<file path="src/rtl/disp_scan.sv">
module disp_scan #(
  parameter int unsigned TICK_DIV     = 16000,
  parameter bit          SEG_ACT_HIGH = 1'b1,
  parameter bit          EN_ACT_HIGH  = 1'b1
) (
  input  logic        clk,
  input  logic        rst_n,
  input  logic [15:0] bcd_i,
  output logic [6:0]  seg_o,
  output logic [3:0]  en_o
);
  localparam int PW = (TICK_DIV > 1) ? $clog2(TICK_DIV) : 1;
  localparam logic [PW-1:0] PRE_LAST = PW'(TICK_DIV - 1);

  logic [PW-1:0] pre;
  logic [1:0]    idx;
  logic          tick;
  logic [3:0]    cur;
  logic [6:0]    pat, seg_q;
  logic [3:0]    en_q;

  assign tick = (pre == PRE_LAST);
  assign cur  = bcd_i[{idx, 2'b00} +: 4];

  always_ff @(posedge clk or negedge rst_n)
    if (!rst_n) begin
      pre <= '0;
      idx <= 2'd0;
    end else begin
      pre <= tick ? '0 : pre + 1'b1;
      if (tick) idx <= idx + 2'd1;
    end

  always_comb
    case (cur)
      4'd0: pat = 7'h3F;
      4'd1: pat = 7'h06;
      4'd2: pat = 7'h5B;
      4'd3: pat = 7'h4F;
      4'd4: pat = 7'h66;
      4'd5: pat = 7'h6D;
      4'd6: pat = 7'h7D;
      4'd7: pat = 7'h07;
      4'd8: pat = 7'h7F;
      4'd9: pat = 7'h6F;
      default: pat = 7'h00;
    endcase

  always_ff @(posedge clk or negedge rst_n)
    if (!rst_n) begin
      seg_q <= 7'h00;
      en_q  <= 4'h0;
    end else begin
      seg_q <= pat;
      en_q  <= 4'b0001 << idx;
    end

  assign seg_o = seg_q ^ {7{~SEG_ACT_HIGH}};
  assign en_o  = en_q  ^ {4{~EN_ACT_HIGH}};

  p_pre_bound_r2: assert property (@(posedge clk) disable iff (!rst_n)
    pre <= PRE_LAST);
  p_idx_step_r2: assert property (@(posedge clk) disable iff (!rst_n)
    tick |=> idx == $past(idx) + 2'd1);
  p_idx_hold_r2: assert property (@(posedge clk) disable iff (!rst_n)
    !tick |=> idx == $past(idx));
  p_one_en_r3: assert property (@(posedge clk) disable iff (!rst_n)
    rst_n |=> $countones(en_q) == 1);
  p_en_tracks_r8: assert property (@(posedge clk) disable iff (!rst_n)
    rst_n |=> en_q == (4'b0001 << $past(idx)));
  p_blank_r6: assert property (@(posedge clk) disable iff (!rst_n)
    (cur > 4'd9) |=> seg_q == 7'h00);
endmodule

</file>
<file path="config.mk">
export PLATFORM = sky130hd
export DESIGN_NAME = disp_scan
export DESIGN_NICKNAME = d
export VERILOG_FILES = /design/src/rtl/disp_scan.sv
export SDC_FILE = /design/constraint.sdc
export NUM_CORES = 1
export LEC_CHECK = 0
export BUFFER_PORTS_ARGS = -buffer_cell sky130_fd_sc_hd__buf_2
export CORE_AREA = 2 2 55 57
export CTS_CLUSTER_DIAMETER = 150
export DETAILED_ROUTE_END_ITERATION = 16
export DIE_AREA = 0 0 57 59
export MAX_ROUTING_LAYER = met4
export PLACE_DENSITY = 0.74
export SYNTH_ARGS = -nofsm -noshare
export SYNTH_HDL_FRONTEND = slang
export SYNTH_SLANG_ARGS = --single-unit
</file>
<file path="constraint.sdc">
create_clock -name clk -period 2.27 [get_ports clk]
set_input_delay 0.3405 -clock clk [delete_from_list [all_inputs] [get_ports clk]]
set_output_delay 0.3405 -clock clk [all_outputs]
set_load 0.03 [all_outputs]
</file>
==> impl_results.html <==
<table>
<tr><th>Metric</th><th>Value</th></tr>
<tr><th colspan="2">Layout</th></tr>
<tr><td>Fraction of final layout cells sized beyond drive strength 1</td><td>0.307</td></tr>
<tr><td>Final #Nets</td><td>180</td></tr>
<tr><td>Fill count</td><td>234</td></tr>
<tr><td>Number of antenna repair diodes</td><td>0</td></tr>
<tr><td>Sequential cell area</td><td>676 sq um</td></tr>
<tr><td>Footprint of the multi-input gates</td><td>656 sq um</td></tr>
<tr><td>Area Growth Syn to Fin</td><td>15.8%</td></tr>
<tr><th colspan="2">STA</th></tr>
<tr><td>Clock Skew</td><td>approximately 13 ps</td></tr>
<tr><td>Count of endpoints failing setup in the final report</td><td>0</td></tr>
<tr><td>Final worst setup slack</td><td>366 ps</td></tr>
<tr><td>Post-route clock period utilization</td><td>0.839</td></tr>
<tr><td>Pins over their slew limit</td><td>0</td></tr>
<tr><td>Final critical delay including setup and external delays</td><td>~1900 ps</td></tr>
<tr><td>Slew headroom</td><td>0.620</td></tr>
<tr><td>RSZ-0062 raised after global routing</td><td>false</td></tr>
<tr><td>Number of hold violations in the final report</td><td>0</td></tr>
<tr><td>Slew at the pin closest to its max-slew limit</td><td>571 ps</td></tr>
<tr><td>Total negative slack for setup checks</td><td>0 ps</td></tr>
<tr><td>Max Clk Rate</td><td>525 MHz</td></tr>
<tr><th colspan="2">Min path</th></tr>
<tr><td>Hold EP</td><td>pre[0]$_DFF_PN0_</td></tr>
<tr><td>Path type of the worst min-delay path</td><td>flop to flop</td></tr>
<tr><td>Hold Path Depth</td><td>1</td></tr>
<tr><td>Beginning of the worst hold path</td><td>pre[0]$_DFF_PN0_</td></tr>
<tr><th colspan="2">Drt</th></tr>
<tr><td>Vias after detailed routing</td><td>955</td></tr>
<tr><td>Via/cell ratio</td><td>5.28</td></tr>
<tr><td>Residual DRC count</td><td>0</td></tr>
<tr><td>First DRT Iteration DRCs</td><td>22</td></tr>
<tr><td>Pre-antenna DRT Iters</td><td>5</td></tr>
<tr><td>Antenna Nets Post-Route</td><td>0</td></tr>
<tr><td>Average wire per standard cell</td><td>13.2 um</td></tr>
<tr><td>Detailed-route wire length</td><td>2380 um</td></tr>
<tr><th colspan="2">Global route</th></tr>
<tr><td>Gr usage total</td><td>0.163</td></tr>
<tr><td>Global-route wire length before repair</td><td>4110 um</td></tr>
<tr><td>Maximum number of pins on one net before global-route repair</td><td>28</td></tr>
<tr><td>Number of global-route vias before repair</td><td>930</td></tr>
<tr><td>Antenna violations before repair</td><td>0</td></tr>
<tr><td>Remaining global-route overflow</td><td>0</td></tr>
<tr><th colspan="2">Setup path</th></tr>
<tr><td>Data required time of the critical path</td><td>between 2000 and 3000 ps</td></tr>
<tr><td>Startpoint type of the worst setup path</td><td>flop</td></tr>
<tr><td>Delay contributed by the slowest stage of the critical path</td><td>670 ps</td></tr>
<tr><td>CP Capture Type</td><td>flop</td></tr>
<tr><td>Cells along the critical path</td><td>mux4_2 &gt; inv_1 &gt; ha_1 &gt; nor2_1 &gt; o21bai_4 &gt; o21ai_2</td></tr>
<tr><td>R2r setup slk</td><td>370 ps</td></tr>
<tr><td>Critical Path Fanout Max</td><td>8</td></tr>
<tr><td>Critical path buffer and inverter count</td><td>1</td></tr>
<tr><td>Data arrival time of the critical path</td><td>roughly 2100 ps</td></tr>
<tr><td>R2R cell count</td><td>6</td></tr>
<tr><td>Crit Reg-Reg Startpoint</td><td>idx[0]$_DFFE_PN0N_</td></tr>
<tr><td>Capturing point of the worst reg2reg path</td><td>seg_o[0]$_DFF_PN0_</td></tr>
<tr><td>Largest delay contributor family on the critical path</td><td>multiplexers</td></tr>
<tr><td>Worst Path Class, Setup</td><td>flop to flop</td></tr>
<tr><td>CP max stage cell</td><td>sky130_fd_sc_hd__mux4_2</td></tr>
<tr><th colspan="2">Pwr</th></tr>
<tr><td>VDD IR max</td><td>0.305 mV</td></tr>
<tr><td>Reported leakage power</td><td>0.756 nW</td></tr>
<tr><td>Power density relative to cell area</td><td>510 nW/um^2</td></tr>
<tr><th colspan="2">Die</th></tr>
<tr><td>Die Height</td><td>59 um</td></tr>
<tr><td>Horizontal die dimension</td><td>approximately 57 um</td></tr>
<tr><td>Area of the placeable core</td><td>2710 sq um</td></tr>
<tr><td>Area enclosed by the die boundary</td><td>between 3000 and 4000 sq um</td></tr>
<tr><td>Initial Utilization</td><td>0.509</td></tr>
<tr><td>Number of placement rows</td><td>19</td></tr>
<tr><td>Boundary Pins</td><td>29</td></tr>
<tr><th colspan="2">Synth</th></tr>
<tr><td>Synth area leaders</td><td>sky130_fd_sc_hd__dfrtp_1, sky130_fd_sc_hd__ha_1, sky130_fd_sc_hd__mux4_2</td></tr>
<tr><td>Syn_area_per_cell</td><td>11.8 sq um</td></tr>
<tr><td>Async set-reset flop share out of synthesis</td><td>1.00</td></tr>
<tr><td>Cell area after synthesis</td><td>1380 sq um</td></tr>
<tr><td>Synthesized Nets</td><td>146</td></tr>
<tr><td>Top FF cell, synth</td><td>sky130_fd_sc_hd__dfrtp_1</td></tr>
<tr><td>Post-synth top area share</td><td>0.490</td></tr>
<tr><td>Sequential share of the synthesized area</td><td>0.490</td></tr>
<tr><td>Leading area contributor after synthesis</td><td>sky130_fd_sc_hd__dfrtp_1</td></tr>
<tr><td>Distinct cell type count of the synthesized netlist</td><td>33</td></tr>
<tr><td>Yosys warnings</td><td>0</td></tr>
<tr><td>Post-synthesis cell count</td><td>117</td></tr>
<tr><td>Register bit total from synthesis</td><td>27</td></tr>
<tr><td>Number of synthesized flops with an enable pin</td><td>0</td></tr>
<tr><th colspan="2">CTS</th></tr>
<tr><td>Max Root-Sink Buffers</td><td>2</td></tr>
<tr><td>TritonCTS clock tree</td><td>done</td></tr>
<tr><td>TritonCTS Buffers</td><td>3</td></tr>
<tr><td>Maximum level of the CTS H-tree</td><td>1</td></tr>
<tr><td>Number of clock sinks</td><td>27</td></tr>
<tr><td>Library cell used as clock root buffer</td><td>sky130_fd_sc_hd__clkbuf_4</td></tr>
<tr><td>Insertion delay to the later sink of the worst-skew pair</td><td>~330 ps</td></tr>
<tr><td># Post-CTS Setup Buffers</td><td>0</td></tr>
<tr><td>CTS clk-pin slew, worst paths</td><td>roughly 160 ps</td></tr>
<tr><th colspan="2">Run status</th></tr>
<tr><td>Outcome</td><td>finished clean</td></tr>
<tr><th colspan="2">Placed design</th></tr>
<tr><td>Worst setup slack after placement</td><td>~370 ps</td></tr>
<tr><td>Last weighted congestion value of the routability-driven placer</td><td>around 0.76</td></tr>
<tr><td>Port buffer count</td><td>28</td></tr>
<tr><td>HPWL after DPL</td><td>1820 um</td></tr>
<tr><th colspan="2">Job</th></tr>
<tr><td>Max capacitance violation total</td><td>0</td></tr>
</table>
## synthesized netlist by cell type (2+ instances only)
cell	count
sky130_fd_sc_hd__nand3_1	5
sky130_fd_sc_hd__xor2_1	5
sky130_fd_sc_hd__nand4_1	3
sky130_fd_sc_hd__nor4_1	2
sky130_fd_sc_hd__mux4_2	3
sky130_fd_sc_hd__and3_1	2
sky130_fd_sc_hd__ha_1	11
sky130_fd_sc_hd__a21oi_1	2
sky130_fd_sc_hd__dfrtp_1	27
sky130_fd_sc_hd__nand2_1	6
sky130_fd_sc_hd__inv_1	7
sky130_fd_sc_hd__o21ai_2	2
sky130_fd_sc_hd__o22ai_1	2
sky130_fd_sc_hd__xnor2_1	7
sky130_fd_sc_hd__nor2_1	13
sky130_fd_sc_hd__o21ai_0	3
## layout make-up
cell class | count | share of cell area
clock buffer | 3 | 0.0141
clock inverter | 1 | 0.00470
inverter | 8 | 0.0196
multi-input combinational | 80 | 0.411
sequential | 27 | 0.423
tap | 31 | 0.0243
timing repair buffer | 31 | 0.103
## routing by layer
layer,vias to the layer above,routed length (um),track usage
li1,464,-,-
met4,0,37,0.0731
met5,-,0,-
met3,4,69,0.0262
met1,469,1030,0.207
met2,18,1240,0.261
## sequential cells by signal, indices dropped and copies added, names as in the netlist
signal	flops
seg_o	7
en_o	4
pre	14
idx	2
## cell usage in the layout (no fill, tap or decap)
cell type	count
sky130_fd_sc_hd__nand4_1	3
sky130_fd_sc_hd__o21bai_4	1
sky130_fd_sc_hd__and2_1	1
sky130_fd_sc_hd__xnor2_1	7
sky130_fd_sc_hd__o21ai_0	3
sky130_fd_sc_hd__a21oi_2	1
sky130_fd_sc_hd__mux2i_1	1
sky130_fd_sc_hd__dlygate4sd3_1	1
sky130_fd_sc_hd__a21oi_1	2
sky130_fd_sc_hd__o22ai_1	2
sky130_fd_sc_hd__dfrtp_1	27
sky130_fd_sc_hd__o2bb2ai_1	1
sky130_fd_sc_hd__nor2b_1	1
sky130_fd_sc_hd__nor4_1	2
sky130_fd_sc_hd__mux4_1	1
sky130_fd_sc_hd__inv_1	7
sky130_fd_sc_hd__a21o_2	1
sky130_fd_sc_hd__nand3_1	5
sky130_fd_sc_hd__clkbuf_4	3
sky130_fd_sc_hd__nor2_1	13
sky130_fd_sc_hd__nand2b_1	1
sky130_fd_sc_hd__o21ai_2	2
sky130_fd_sc_hd__clkinv_2	1
sky130_fd_sc_hd__clkinvlp_4	1
sky130_fd_sc_hd__or3_1	1
sky130_fd_sc_hd__nand2_1	6
sky130_fd_sc_hd__nor4_2	1
sky130_fd_sc_hd__mux4_2	3
sky130_fd_sc_hd__and3_1	2
sky130_fd_sc_hd__nor2b_4	1
sky130_fd_sc_hd__ha_1	11
sky130_fd_sc_hd__xor2_1	5
sky130_fd_sc_hd__nand2_2	1
sky130_fd_sc_hd__buf_2	28
sky130_fd_sc_hd__nand4bb_1	1
sky130_fd_sc_hd__buf_4	2
## kinds of logic after synthesis
logic type,Yosys count,share of synthesized area
buf+inv,10,0.0345
xor+xnor,12,0.0762
fa+ha+maj,11,0.0998
compound gates,13,0.0726
mux,5,0.0753
flops,27,0.490
simple gates,39,0.152
## metrics by stage
| stage | util | hold slack, ps | std cells | instance area [sq um] | total power, mW |
|---|---|---|---|---|---|
| 2_1_floorplan | - | 44.9 | 117 | 1380 | 0.565 |
| 3_3_place_gp | 0.574 | 371 | 176 | 1560 | 0.603 |
| 3_5_place_dp | 0.574 | 377 | 176 | 1560 | 0.606 |
| 4_1_cts | 0.589 | 472 | 181 | 1600 | 0.822 |
| 5_1_grt | 0.589 | 515 | 181 | 1600 | 0.845 |
| 6_report | 0.589 | 466 | 181 | 1600 | 0.814 |
## worst max path at each step
stage	start	to	slack [ps]	depth (start not counted)
final	idx[0]$_DFFE_PN0N_	seg_o[0]$_DFF_PN0_	370	6
after detailed placement	idx[0]$_DFFE_PN0N_	seg_o[0]$_DFF_PN0_	370	6
after global routing	idx[0]$_DFFE_PN0N_	seg_o[1]$_DFF_PN0_	190	4
after global placement	idx[0]$_DFFE_PN0N_	seg_o[3]$_DFF_PN0_	460	6
after floorplan	idx[0]$_DFFE_PN0N_	seg_o[0]$_DFF_PN0_	550	7
after CTS	idx[0]$_DFFE_PN0N_	seg_o[0]$_DFF_PN0_	350	6
## report_power, final
group	internal, mW	switching, mW	total (mW)
logic	0.0390	0.0629	0.102
clock network	0.0673	0.151	0.218
registers	0.492	0.00236	0.494
total	0.598	0.216	0.814
## timing repair
action | in CTS | in global routing
hold buffers | 1 | 0
gates resized for setup | 0 | 0
setup endpoints to repair | 0 | 0
endpoints found under the hold margin | 16 | 0
## worst register-to-register path, cell delays in order (launching register included)
cell and delay [ps]:
sky130_fd_sc_hd__dfrtp_1 560, sky130_fd_sc_hd__mux4_2 670, sky130_fd_sc_hd__inv_1 150, sky130_fd_sc_hd__ha_1 160, sky130_fd_sc_hd__nor2_1 70, sky130_fd_sc_hd__o21bai_4 140
sky130_fd_sc_hd__o21ai_2 70
Note: power is estimated with default switching activity, not from simulation.
